==> src/rtl/burst_pkg.sv <==
package burst_pkg;

    localparam int BEAT_W = 2;

    typedef enum logic [1:0] {
        ST_IDLE   = 2'd0,
        ST_RBURST = 2'd1,
        ST_WBURST = 2'd2
    } burst_state_e;

endpackage

==> src/rtl/burst_ctl.sv <==
module burst_ctl
    import burst_pkg::*;
(
    input  logic clk,
    input  logic rst,
    input  logic pstb_n,
    input  logic cstb_n,
    input  logic adv_n,
    input  logic wr_n,
    output logic load,
    output logic step
);

    burst_state_e state_q, state_d;
    logic         strobes_idle;

    assign strobes_idle = pstb_n & cstb_n;

    // state register
    always_ff @(posedge clk) begin
        if (rst) state_q <= ST_IDLE;
        else     state_q <= state_d;
    end

    // transitions: T_PLOAD, T_SLOAD_RD, T_SLOAD_WR, T_STAY
    always_comb begin
        state_d = state_q;
        if (!pstb_n)      state_d = ST_RBURST;
        else if (!cstb_n) state_d = wr_n ? ST_RBURST : ST_WBURST;
    end

    // outputs
    always_comb begin
        load = ~pstb_n | ~cstb_n;
        step = 1'b0;
        unique case (state_q)
            ST_IDLE:   step = 1'b0;
            ST_RBURST: step = strobes_idle & ~adv_n;
            ST_WBURST: step = strobes_idle & ~adv_n & ~wr_n;
            default:   step = 1'b0;
        endcase
    end

    assert_pload_read_R2: assert property (@(posedge clk) disable iff (rst)
        !pstb_n |=> state_q == ST_RBURST);

    assert_wbeat_gate_R8: assert property (@(posedge clk) disable iff (rst)
        (state_q == ST_WBURST && wr_n) |-> !step);

    assert_idle_nostep_R10: assert property (@(posedge clk) disable iff (rst)
        (state_q == ST_IDLE && pstb_n && cstb_n) |=> state_q == ST_IDLE);

endmodule

==> src/rtl/beat_counter.sv <==
module beat_counter
    import burst_pkg::*;
(
    input  logic              clk,
    input  logic              rst,
    input  logic              clr,
    input  logic              inc,
    output logic [BEAT_W-1:0] cnt
);

    always_ff @(posedge clk) begin
        if (rst)      cnt <= '0;
        else if (clr) cnt <= '0;
        else if (inc) cnt <= cnt + 1'b1;
    end

    assert_wrap_R9: assert property (@(posedge clk) disable iff (rst)
        (cnt == '1 && inc && !clr) |=> cnt == '0);

    assert_clear_R1: assert property (@(posedge clk) disable iff (rst)
        clr |=> cnt == '0);

endmodule

==> src/rtl/low_bit_map.sv <==
module low_bit_map
    import burst_pkg::*;
(
    input  logic [BEAT_W-1:0] start,
    input  logic [BEAT_W-1:0] beat,
    input  logic              interleave,
    output logic [BEAT_W-1:0] low
);

    logic [BEAT_W-1:0] xor_seq;
    logic [BEAT_W-1:0] lin_seq;

    genvar gi;
    generate
        for (gi = 0; gi < BEAT_W; gi++) begin : g_xor
            assign xor_seq[gi] = start[gi] ^ beat[gi];
        end
    endgenerate

    assign lin_seq = start + beat;
    assign low     = interleave ? xor_seq : lin_seq;

endmodule

==> src/rtl/burst_addr_gen.sv <==
module burst_addr_gen
    import burst_pkg::*;
#(
    parameter int AW = 19
) (
    input  logic          clk,
    input  logic          rst,
    input  logic [AW-1:0] ld_addr,
    input  logic          pstb_n,
    input  logic          cstb_n,
    input  logic          adv_n,
    input  logic          wr_n,
    input  logic          interleave,
    output logic [AW-1:0] addr
);

    localparam int UW = AW - BEAT_W;

    logic              load;
    logic              step;
    logic [AW-1:0]     base_q;
    logic [BEAT_W-1:0] beat;
    logic [BEAT_W-1:0] low;

    burst_ctl u_ctl (
        .clk    (clk),
        .rst    (rst),
        .pstb_n (pstb_n),
        .cstb_n (cstb_n),
        .adv_n  (adv_n),
        .wr_n   (wr_n),
        .load   (load),
        .step   (step)
    );

    beat_counter u_cnt (
        .clk (clk),
        .rst (rst),
        .clr (load),
        .inc (step),
        .cnt (beat)
    );

    always_ff @(posedge clk) begin
        if (rst)       base_q <= '0;
        else if (load) base_q <= ld_addr;
    end

    low_bit_map u_map (
        .start      (base_q[BEAT_W-1:0]),
        .beat       (beat),
        .interleave (interleave),
        .low        (low)
    );

    assign addr = {base_q[AW-1:BEAT_W], low};

    assert_load_R1: assert property (@(posedge clk) disable iff (rst)
        (!pstb_n || !cstb_n) |=> addr == $past(ld_addr));

    assert_upper_fixed_R3: assert property (@(posedge clk) disable iff (rst)
        (pstb_n && cstb_n) |=> addr[AW-1:BEAT_W] == $past(addr[AW-1:BEAT_W]));

    assert_suspend_R7: assert property (@(posedge clk) disable iff (rst)
        (pstb_n && cstb_n && adv_n) |=>
            (addr == $past(addr) || interleave != $past(interleave)));

    initial begin
        assert_width_ok: assert (UW >= 1);
    end

endmodule

==> config.mk <==
export PLATFORM = sky130hd
export DESIGN_NAME = burst_addr_gen
export DESIGN_NICKNAME = d
export VERILOG_FILES = /design/src/rtl/burst_pkg.sv /design/src/rtl/burst_ctl.sv /design/src/rtl/beat_counter.sv /design/src/rtl/low_bit_map.sv /design/src/rtl/burst_addr_gen.sv
export SDC_FILE = /design/constraint.sdc
export NUM_CORES = 1
export LEC_CHECK = 0
export BUFFER_PORTS_ARGS = -buffer_cell sky130_fd_sc_hd__buf_2
export CORE_ASPECT_RATIO = 1.75
export CORE_UTILIZATION = 46
export CTS_CLUSTER_DIAMETER = 30
export DETAILED_ROUTE_END_ITERATION = 8
export PLACE_DENSITY = 0.74
export SYNTH_ARGS = -nofsm -noshare
export SYNTH_HDL_FRONTEND = slang
export SYNTH_SLANG_ARGS = --single-unit
==> constraint.sdc <==
create_clock -name clk -period 1.9 [get_ports clk]
set_input_delay 0.095 -clock clk [delete_from_list [all_inputs] [get_ports clk]]
set_output_delay 0.095 -clock clk [all_outputs]
set_load 0.05 [all_outputs]
## Yosys cells after proc, flatten, opt, wreduce, memory -nomap -nowiden

Index checks and enable logic that the tools add are counted.

- Flip-flop bits (word level): 23
- Output and inout port bits: 19

- $add $sub $neg: 2
- Equality and inequality tests: 3
- Muxes and demuxes: 5
- Bitwise operators: 10
- Reduce and logical (&&, ||, !) cells: 2

Operators by type and width:

| kind | count |
|---|---|
| 2-bit two-way mux | 2 |
| 1-bit inverter | 4 |
| 2-bit OR reduction | 2 |
| 1-bit AND | 3 |
| 2-bit by 1-bit adder with 2-bit output, second input constant | 1 |
| 2-bit adder | 1 |
| 2-bit by 1-bit == test with 1-bit output, second input constant | 1 |
| 2-bit == test, second input constant | 1 |
| 1-bit two-way mux | 2 |
| 2-bit inequality test, second input constant | 1 |
| 1-bit one-hot mux with 2 select lines | 1 |
| 1-bit XOR | 2 |
| 1-bit OR | 1 |

## Logic depth before layout (Yosys ltp)

Gate-level depths: netlist of run 1.

- Word-level depth: 4
- Gate-level depth with buffers: 5
- Mapped depth without buffers: 5

## Modules after synthesis

A second synthesis of run 1 with hierarchy kept.

- Cell total of the unflattened synthesis: 105
- Area, all modules: 1089.8 um^2

Modules (own cells, without submodules):

| module | times used | cells an instance | area each (um^2) | sequential area each (um^2) |
|---|---|---|---|---|
| burst_addr_gen | 1 | 78 | 810.8 | 380.4 |
| burst_ctl | 1 | 15 | 157.7 | 40.0 |
| beat_counter | 1 | 8 | 85.1 | 40.0 |
| low_bit_map | 1 | 4 | 36.3 | 0.0 |

## Worst setup path after synthesis of run 1

No wires, ideal clock.

- Path kind: flip-flop to output port
- From: register base_q[0]
- To: output addr[1]
- Arrival: 1416 ps
- Required time: 1805 ps
- Slack: 389 ps
- Stages on the path, launching flop included: 4
- Path buffers: 0
- Cell sequence: dfxtp_1 -> ha_1 -> nor2b_1 -> xnor2_1

- Longest elaborated chain between the ends: 2

Ends and longest elaborated chain:

| item | line | RTL |
|---|---|---|
| start, declared | burst_addr_gen.sv:21 | `logic [AW-1:0] base_q;` |
| start signal, assigned | burst_addr_gen.sv:46 | `else if (load) base_q <= ld_addr;` |
| 2-bit adder | low_bit_map.sv:20 | `assign lin_seq = start + beat;` |
| 2-bit two-way mux | low_bit_map.sv:21 | `assign low = interleave ? xor_seq : lin_seq;` |
| end, declared | burst_addr_gen.sv:14 | `output logic [AW-1:0] addr` |

No other way between the ends.

## Final worst setup path of run 1

- From: register u_ctl.state_q[0]
- To: register u_cnt.cnt[1]

- Longest elaborated chain between the ends: 2
- Elaborated cells between the ends (all ways): 3
- Those cells by class: eq/ne: 2; mux: 1

Ends and longest elaborated chain:

| item | line | RTL |
|---|---|---|
| start, declared | burst_ctl.sv:14 | `burst_state_e state_q, state_d;` |
| start signal, assigned | burst_ctl.sv:22 | `else state_q <= state_d;` |
| 2-bit == test or 2-bit by 1-bit == test with 1-bit output (tied branches) | burst_ctl.sv:36 | `unique case (state_q)` |
| 1-bit one-hot mux with 2 select lines * | burst_ctl.sv:36 |  |
| end signal, assigned | beat_counter.sv:14 | `else if (inc) cnt <= cnt + 1'b1;` |
| end, declared | beat_counter.sv:8 | `output logic [BEAT_W-1:0] cnt` |

Every way passes the cells marked *; elsewhere a longest branch is shown, timed or not.
A chain may end at the register's enable or synchronous reset.

==> results of run 1 <==
[layer usage]
metal	GRT usage	up-vias	routed length (µm)
li1	-	460	-
met1	0.1871	382	909
met2	0.3708	37	1012
met3	0.02020	4	116
met4	0.07759	0	31
met5	0	-	0
[stage by stage]
step	instances	power (W)	hold WS (ns)	utilization
after floorplan	130	0.0007179	0.2028	-
after global placement	175	0.0007409	0.3288	0.5431
after detailed placement	175	0.0007463	0.3289	0.5431
after CTS	184	0.0009816	0.002254	0.5793
after global routing	184	0.001016	0.002330	0.5793
final	184	0.0009709	0.005298	0.5793
[worst max-delay path by stage]
stage | startpoint | endpoint | slack [ns]
6_report | u_ctl.state_q[0] | u_cnt.cnt[1] | 0.35
5_1_grt | u_cnt.cnt[0] | addr[1] | 0.28
4_1_cts | u_ctl.state_q[0] | u_cnt.cnt[1] | 0.35
3_5_place_dp | u_ctl.state_q[0] | u_cnt.cnt[1] | 0.36
3_3_place_gp | u_ctl.state_q[0] | u_cnt.cnt[1] | 0.41
2_1_floorplan | base_q[0] | addr[1] | 0.39
[where the power goes]
group / internal [W] / switching, W
clock network: 0.0000787 / 0.000150
registers: 0.000510 / 0.0000134
logic: 0.0000680 / 0.000151
total: 0.000657 / 0.000314
[cells in the final DEF, fill, tap and decap left out, drive strengths merged]
master       synthesis  final
nor2b                1      1
a2111oi              1      1
mux2                 1      1
mux2i                1      1
a211oi               1      1
nand2b               1      1
ha                   3      3
a21oi               20     20
or2b                 1      1
inv                  4      4
and3                 1      1
or3                  2      2
nand2               40     40
nor3                 1      1
dlygate4sd3          0      5
a31oi                1      1
nor3b                1      1
and2                 1      1
clkinv               0      1
clkbuf               4      3
buf                 20     45
xnor2                2      2
dfxtp               23     23
[cells in the mapped netlist]
library cell  count  share of area
and2_1            1         0.0058
a2111oi_4         1          0.026
xnor2_1           2          0.016
mux2_1            1          0.011
dfxtp_1          23           0.43
or2b_1            1         0.0070
nor2b_1           1         0.0058
or3_1             2          0.012
nand2_1          40           0.14
and3_1            1         0.0058
a21oi_1          20          0.093
nor3_1            1         0.0047
inv_1             4          0.014
nand2b_4          1          0.013
a211oi_1          1         0.0070
buf_2             1         0.0047
nor3b_1           1         0.0070
buf_4            19           0.13
clkbuf_1          4          0.014
ha_1              3          0.035
mux2i_1           1         0.0093
a31oi_1           1         0.0058
[flip-flops by register name, summed over array words and instances (netlist names)]
register	count
u_cnt.cnt	2
base_q	19
u_ctl.state_q	2
[critical path: stages (launching register included)]
cell       delay [ns]
dfxtp_1          0.38
inv_1            0.05
ha_1             0.33
a2111oi_4        0.33
mux2_1           0.36
[cell type report]
type                    count  area [µm²]  area share
repair buffers             50       277.8      0.2233
multi-input cells          79       432.9      0.3481
clock inverters             1       5.005    0.004024
well taps                  24       30.03     0.02414
inverters                   4       15.01     0.01207
clock buffers               3       22.52     0.01811
flip-flops and latches     23       460.4      0.3702
[kinds of logic after synthesis]
family                     Yosys count  synth area share
and+or+nand+nor                     49            0.2009
buffers and inverters               28            0.1659
AOI/OAI and AO/OA                   23            0.1320
DFF                                 23            0.4299
adders and majority gates            3           0.03505
xor gates and xnor gates             2           0.01636
muxes                                2           0.01986
[repair_timing]
action / 4_1_cts / 5_1_grt
hold endpoints to repair: 5 / 0
buffers inserted: 0 / 0
endpoints found under the setup margin: 0 / 0
gates resized for setup: 0 / 0
hold buffers: 5 / 0
==> qor_table.md, run 1 <==
| Quantity | Reported |
|:---|:---|
| Yosys cell types | 22 |
| Top Ports | 45 |
| Clock slew seen by the registers of the worst setup and hold paths | 0.13 ns |
| Leakage power figure | 0.6031 nW |
| Number of endpoints with negative hold slack in the final report | 0 |
| R2r endpoint | u_cnt.cnt[1] |
| Number of max-cap violations | 0 |
| Final Worst Setup Slack | 0.3470 ns |
| Post-DRT Antenna Nets | 0 |
| First-pass GRT wire length | 3491 µm |
| TritonCTS buffer count | 3 |
| Number of inserted diodes | 0 |
| Total Negative Setup Slacks | 0 ns |
| Synthesized netlist net count | 159 |
| Sink Count | 23 |
| Clock tree from TritonCTS | built |
| Placement Setup Slack | 0.3617 ns |
| Final setup violation count | 0 |
| Initial core utilization | 0.4988 |
| Yosys warning total | 0 |
| Setup Skew | 0.006596 ns |
| Minimum clock period | 1.553 ns |
| Max H-tree Level | 1 |
| Drt first pass iters | 4 |
| Overflow after GRT | 0 |
| Total core area | 2147 µm² |
| Fill cell instance count of the final layout | 209 |
| Synth-to-layout area growth | 16.12% |
| Later-pin clock latency in the skew report | 0.31 ns |
| Maximum clock path buffer count | 2 |
| Layout cell share with drive strength beyond 1 | 0.3188 |
| Net count reported at finish | 190 |
| Initial DRC Count | 6 |
| Cell area reported after detailed placement | 1166 µm² |
| Die extent in y | 65.83 µm |
| Total wire length after detailed routing | 2068 µm |
| Maximum clock rate | 643.9 MHz |
| Seq/Total Area, Yosys | 0.4299 |
| Pwr per Cell Area | 780.7 nW/µm² |
| Worst setup path category | reg2reg |
| Antenna violations before repair | 0 |
| Standard-cell rows | 22 |
| HP Class | in2reg |
| Unrepaired setup endpoints after global routing | no |
| Via count of the first global-routing pass | 899 |
| Worst hold path cell count | 3 |
| Worst reg2reg path depth | 4 |
| Last weighted congestion value of the routability-driven placer | 0.7771 |
| Pin count of the biggest net entering global routing | 26 |
| Register-to-Register Setup Slack | 0.35 ns |
| Cell area after synthesis | 1071 µm² |
| Max VDD drop | 0.4516 mV |
| Post-synthesis register bit count | 23 |
| Actual transition at the worst max-transition pin | 0.6699 ns |
| Via count | 883 |
| Via density | 4.799 |
| Maximum net fanout on the critical path | 3 |
| Worst-case headroom to the max-slew limit | 0.5534 |
| DRC violations left | 0 |
| Detailed placer's ending HPWL | 1408 µm |
| Required time worst endpoint | 2.11 ns |
| Hold path startpoint | ld_addr[12] |
| Non-Filler Cell Area, Final | 1244 µm² |
| Worst hold endpoint | base_q[12] |
| Overall track demand over capacity in global routing | 0.1904 |
| Critical path data arrival time | 1.76 ns |
| Synthesized instance count | 130 |
| Post-Synthesis Mean Instance Area | 8.239 µm² |
| Number of I/O port buffers | 44 |
| Clock tree root buffer cell | clkbuf_4 |
| Die area | 2533 µm² |
| Startpoint Class | flop |
| Routed length per placed instance | 11.24 µm |
| Run status | complete, no violations |
| Die width | 38.48 µm |
| Slew Viols, Final | 0 |
| Period utilization | 0.8174 |
| Kind of end point of the critical path | flop |
| RR Startpoint | u_ctl.state_q[0] |
No activity file was read; power rests on OpenSTA's default activity.
==> inputs of run 2 (changes only) <==
==> constraint.sdc (replaced) <==
create_clock -name clk -period 1.5 [get_ports clk]
set_input_delay 0.075 -clock clk [delete_from_list [all_inputs] [get_ports clk]]
set_output_delay 0.075 -clock clk [all_outputs]
set_load 0.05 [all_outputs]
==> qor_table.md, run 2 (same netlist as run 1, synthesis figures left out) <==
| Quantity | Reported | Delta |
|:---|:---|:---|
| Highest-delay cell along the critical path | dfxtp_2 |  |
| Reg area | 462.9 µm² | +0.54% |
| Maximum clock rate | 693.5 MHz | +7.7% |
| Final cell utilization of the core | 0.6638 | +0.08450 |
| Worst-case headroom to the max-slew limit | 0.5458 | -0.007605 |
| Worst setup path category | reg2reg |  |
| Via density | 4.690 | -2.3% |
| Total Negative Setup Slacks | 0 ns | unchanged |
| Die area | 2533 µm² | unchanged |
| Overflow after GRT | 0 | unchanged |
| Number of inserted diodes | 0 | unchanged |
| Routed length per placed instance | 11.27 µm | +0.23% |
| Required time worst endpoint | 1.71 ns | -0.40 ns |
| Initial DRC Count | 3 | -3 |
| Fill cell instance count of the final layout | 190 | -9.1% |
| Post-DRT Antenna Nets | 0 | unchanged |
| Synth-to-layout area growth | 33.06% |  |
| Standard-cell rows | 22 | unchanged |
| Clock slew seen by the registers of the worst setup and hold paths | 0.12 ns | about the same |
| Critical path data arrival time | 1.65 ns | -0.11 ns |
| Total core area | 2147 µm² | unchanged |
| Number of max-cap violations | 0 | unchanged |
| Run status | complete, no violations |  |
| Via count of the first global-routing pass | 961 | +6.9% |
| Die width | 38.48 µm | unchanged |
| Detailed placer's ending HPWL | 1383 µm | -1.8% |
| Overall track demand over capacity in global routing | 0.2119 | +0.02145 |
| Top Ports | 45 | unchanged |
| Max VDD drop | 0.6066 mV | +34% |
| Drt first pass iters | 3 | -1 |
| Area of the multi-input gates | 451.7 µm² | +4.3% |
| Total Power | 0.001263 W | +30% |
| Most frequent standard cell in the layout excluding fill and tap cells | buf_2 |  |
| Maximum clock path buffer count | 2 | unchanged |
| Later-pin clock latency in the skew report | 0.31 ns | about the same |
| DRC violations left | 0 | unchanged |
| Number of I/O port buffers | 44 | unchanged |
| Non-Filler Cell Area, Final | 1425 µm² | +15% |
| Pwr per Cell Area | 886.4 nW/µm² | +14% |
| First-pass GRT wire length | 3864 µm | +11% |
| Register name with the most flops | base_q |  |
| Sequence of cells on the critical path | inv_1, ha_4, nand2b_4, a2111oi_4, mux2_4 |  |
| Worst path buffer plus inverter count | 1 | unchanged |
| HP Class | in2reg |  |
| Delay contributed by the slowest stage of the critical path | 0.35 ns | -0.03 ns |
| Worst hold-check slack | 0.06277 ns | +0.05747 ns |
| Antenna violations before repair | 0 | unchanged |
| Unrepaired setup endpoints after global routing | yes |  |
| Period utilization | 0.9614 | +0.1440 |
| Number of endpoints with negative hold slack in the final report | 0 | unchanged |
| Clock tree root buffer cell | clkbuf_4 |  |
| Crit path max-delay family | flip-flops |  |
| Initial core utilization | 0.4988 | unchanged |
| Setup Skew | 0.001939 ns | -0.004657 ns |
| Maximum net fanout on the critical path | 3 | unchanged |
| Last weighted congestion value of the routability-driven placer | 0.7949 | +2.3% |
| Leakage power figure | 0.6708 nW | +11% |
| Layout cell share with drive strength beyond 1 | 0.3239 | +0.005114 |
| Clock tree from TritonCTS | built |  |
| Slew Viols, Final | 0 | unchanged |
| Cell area reported after detailed placement | 1166 µm² | unchanged |
| Largest register FFs | 19 | unchanged |
| Via count | 938 | +6.2% |
| Actual transition at the worst max-transition pin | 0.6813 ns | +0.01141 ns |
| Final setup violation count | 0 | unchanged |
| Minimum clock period | 1.442 ns | -0.1109 ns |
| Leading cell types in the layout, fill and taps excluded | buf_2, nand2_1, dfxtp_1, a21oi_1, dlygate4sd3_1 |  |
| Top Registers | base_q (19), u_cnt.cnt (2), u_ctl.state_q (2) |  |
| Sink Count | 23 | unchanged |
| Pin count of the biggest net entering global routing | 26 | unchanged |
| Kind of end point of the critical path | flop |  |
| Startpoint Class | flop |  |
| Max H-tree Level | 1 | unchanged |
| Net count reported at finish | 206 | +8.4% |
| Total wire length after detailed routing | 2253 µm | +8.9% |
| Die extent in y | 65.83 µm | unchanged |
| TritonCTS buffer count | 3 | unchanged |
==> run 2: worst reg2reg max path, delay by kind of cell, from the launching register on <==
kind                       cells  cell delay, ns
and+or+nand+nor                1            0.06
buffers and inverters          1            0.10
muxes                          1            0.34
DFF                            1            0.35
adders and majority gates      1            0.15
AOI/OAI and AO/OA              1            0.35
==> run 2: worst paths after layout <==
path                                  startpoint                to  slack (ns)  cells after the start
worst min-delay path                      cstb_n  u_ctl.state_q[0]        0.06                      3
worst max register to register  u_ctl.state_q[0]      u_cnt.cnt[1]        0.06                      5
worst max-delay path            u_ctl.state_q[0]      u_cnt.cnt[1]        0.06                      5
worst min register to register         base_q[5]         base_q[5]        0.46                      2
==> run 2: what timing repair did <==
item	4_1_cts	5_1_grt
hold buffers	20	0
setup endpoints to repair	2	2
hold endpoints to repair	20	0
gates resized for setup	4	2
setup buffers	0	1
==> run 2: metal layers <==
| layer | up-vias | share of wire | GRT usage |
|---|---|---|---|
| met5 | - | 0 | 0 |
| met4 | 0 | 0.0049 | 0.07759 |
| met3 | 2 | 0.047 | 0.02357 |
| met2 | 35 | 0.53 | 0.4089 |
| met1 | 409 | 0.41 | 0.2155 |
| li1 | 492 | - | - |
==> run 2: area by class of cell <==
| class | instances | area share |
|---|---|---|
| timing repair buffer | 66 | 0.3073 |
| inverter | 4 | 0.01054 |
| clock inverter | 1 | 0.003512 |
| tap | 24 | 0.02107 |
| sequential | 23 | 0.3248 |
| multi-input combinational | 79 | 0.3169 |
| clock buffer | 3 | 0.01580 |
==> run 2: per-stage QoR <==
stage,setup WS [ns],cells
2_1_floorplan,0.009084,130
3_3_place_gp,0.01143,175
3_5_place_dp,-0.04072,175
4_1_cts,0.02713,199
5_1_grt,-0.002763,200
6_report,0.05794,200
==> run 2: power by group <==
part / leakage, nW / internal [W] / switching, W
registers: 0.191 / 0.000647 / 0.0000177
clock network: 0.0177 / 0.0000995 / 0.000182
logic: 0.462 / 0.000118 / 0.000199
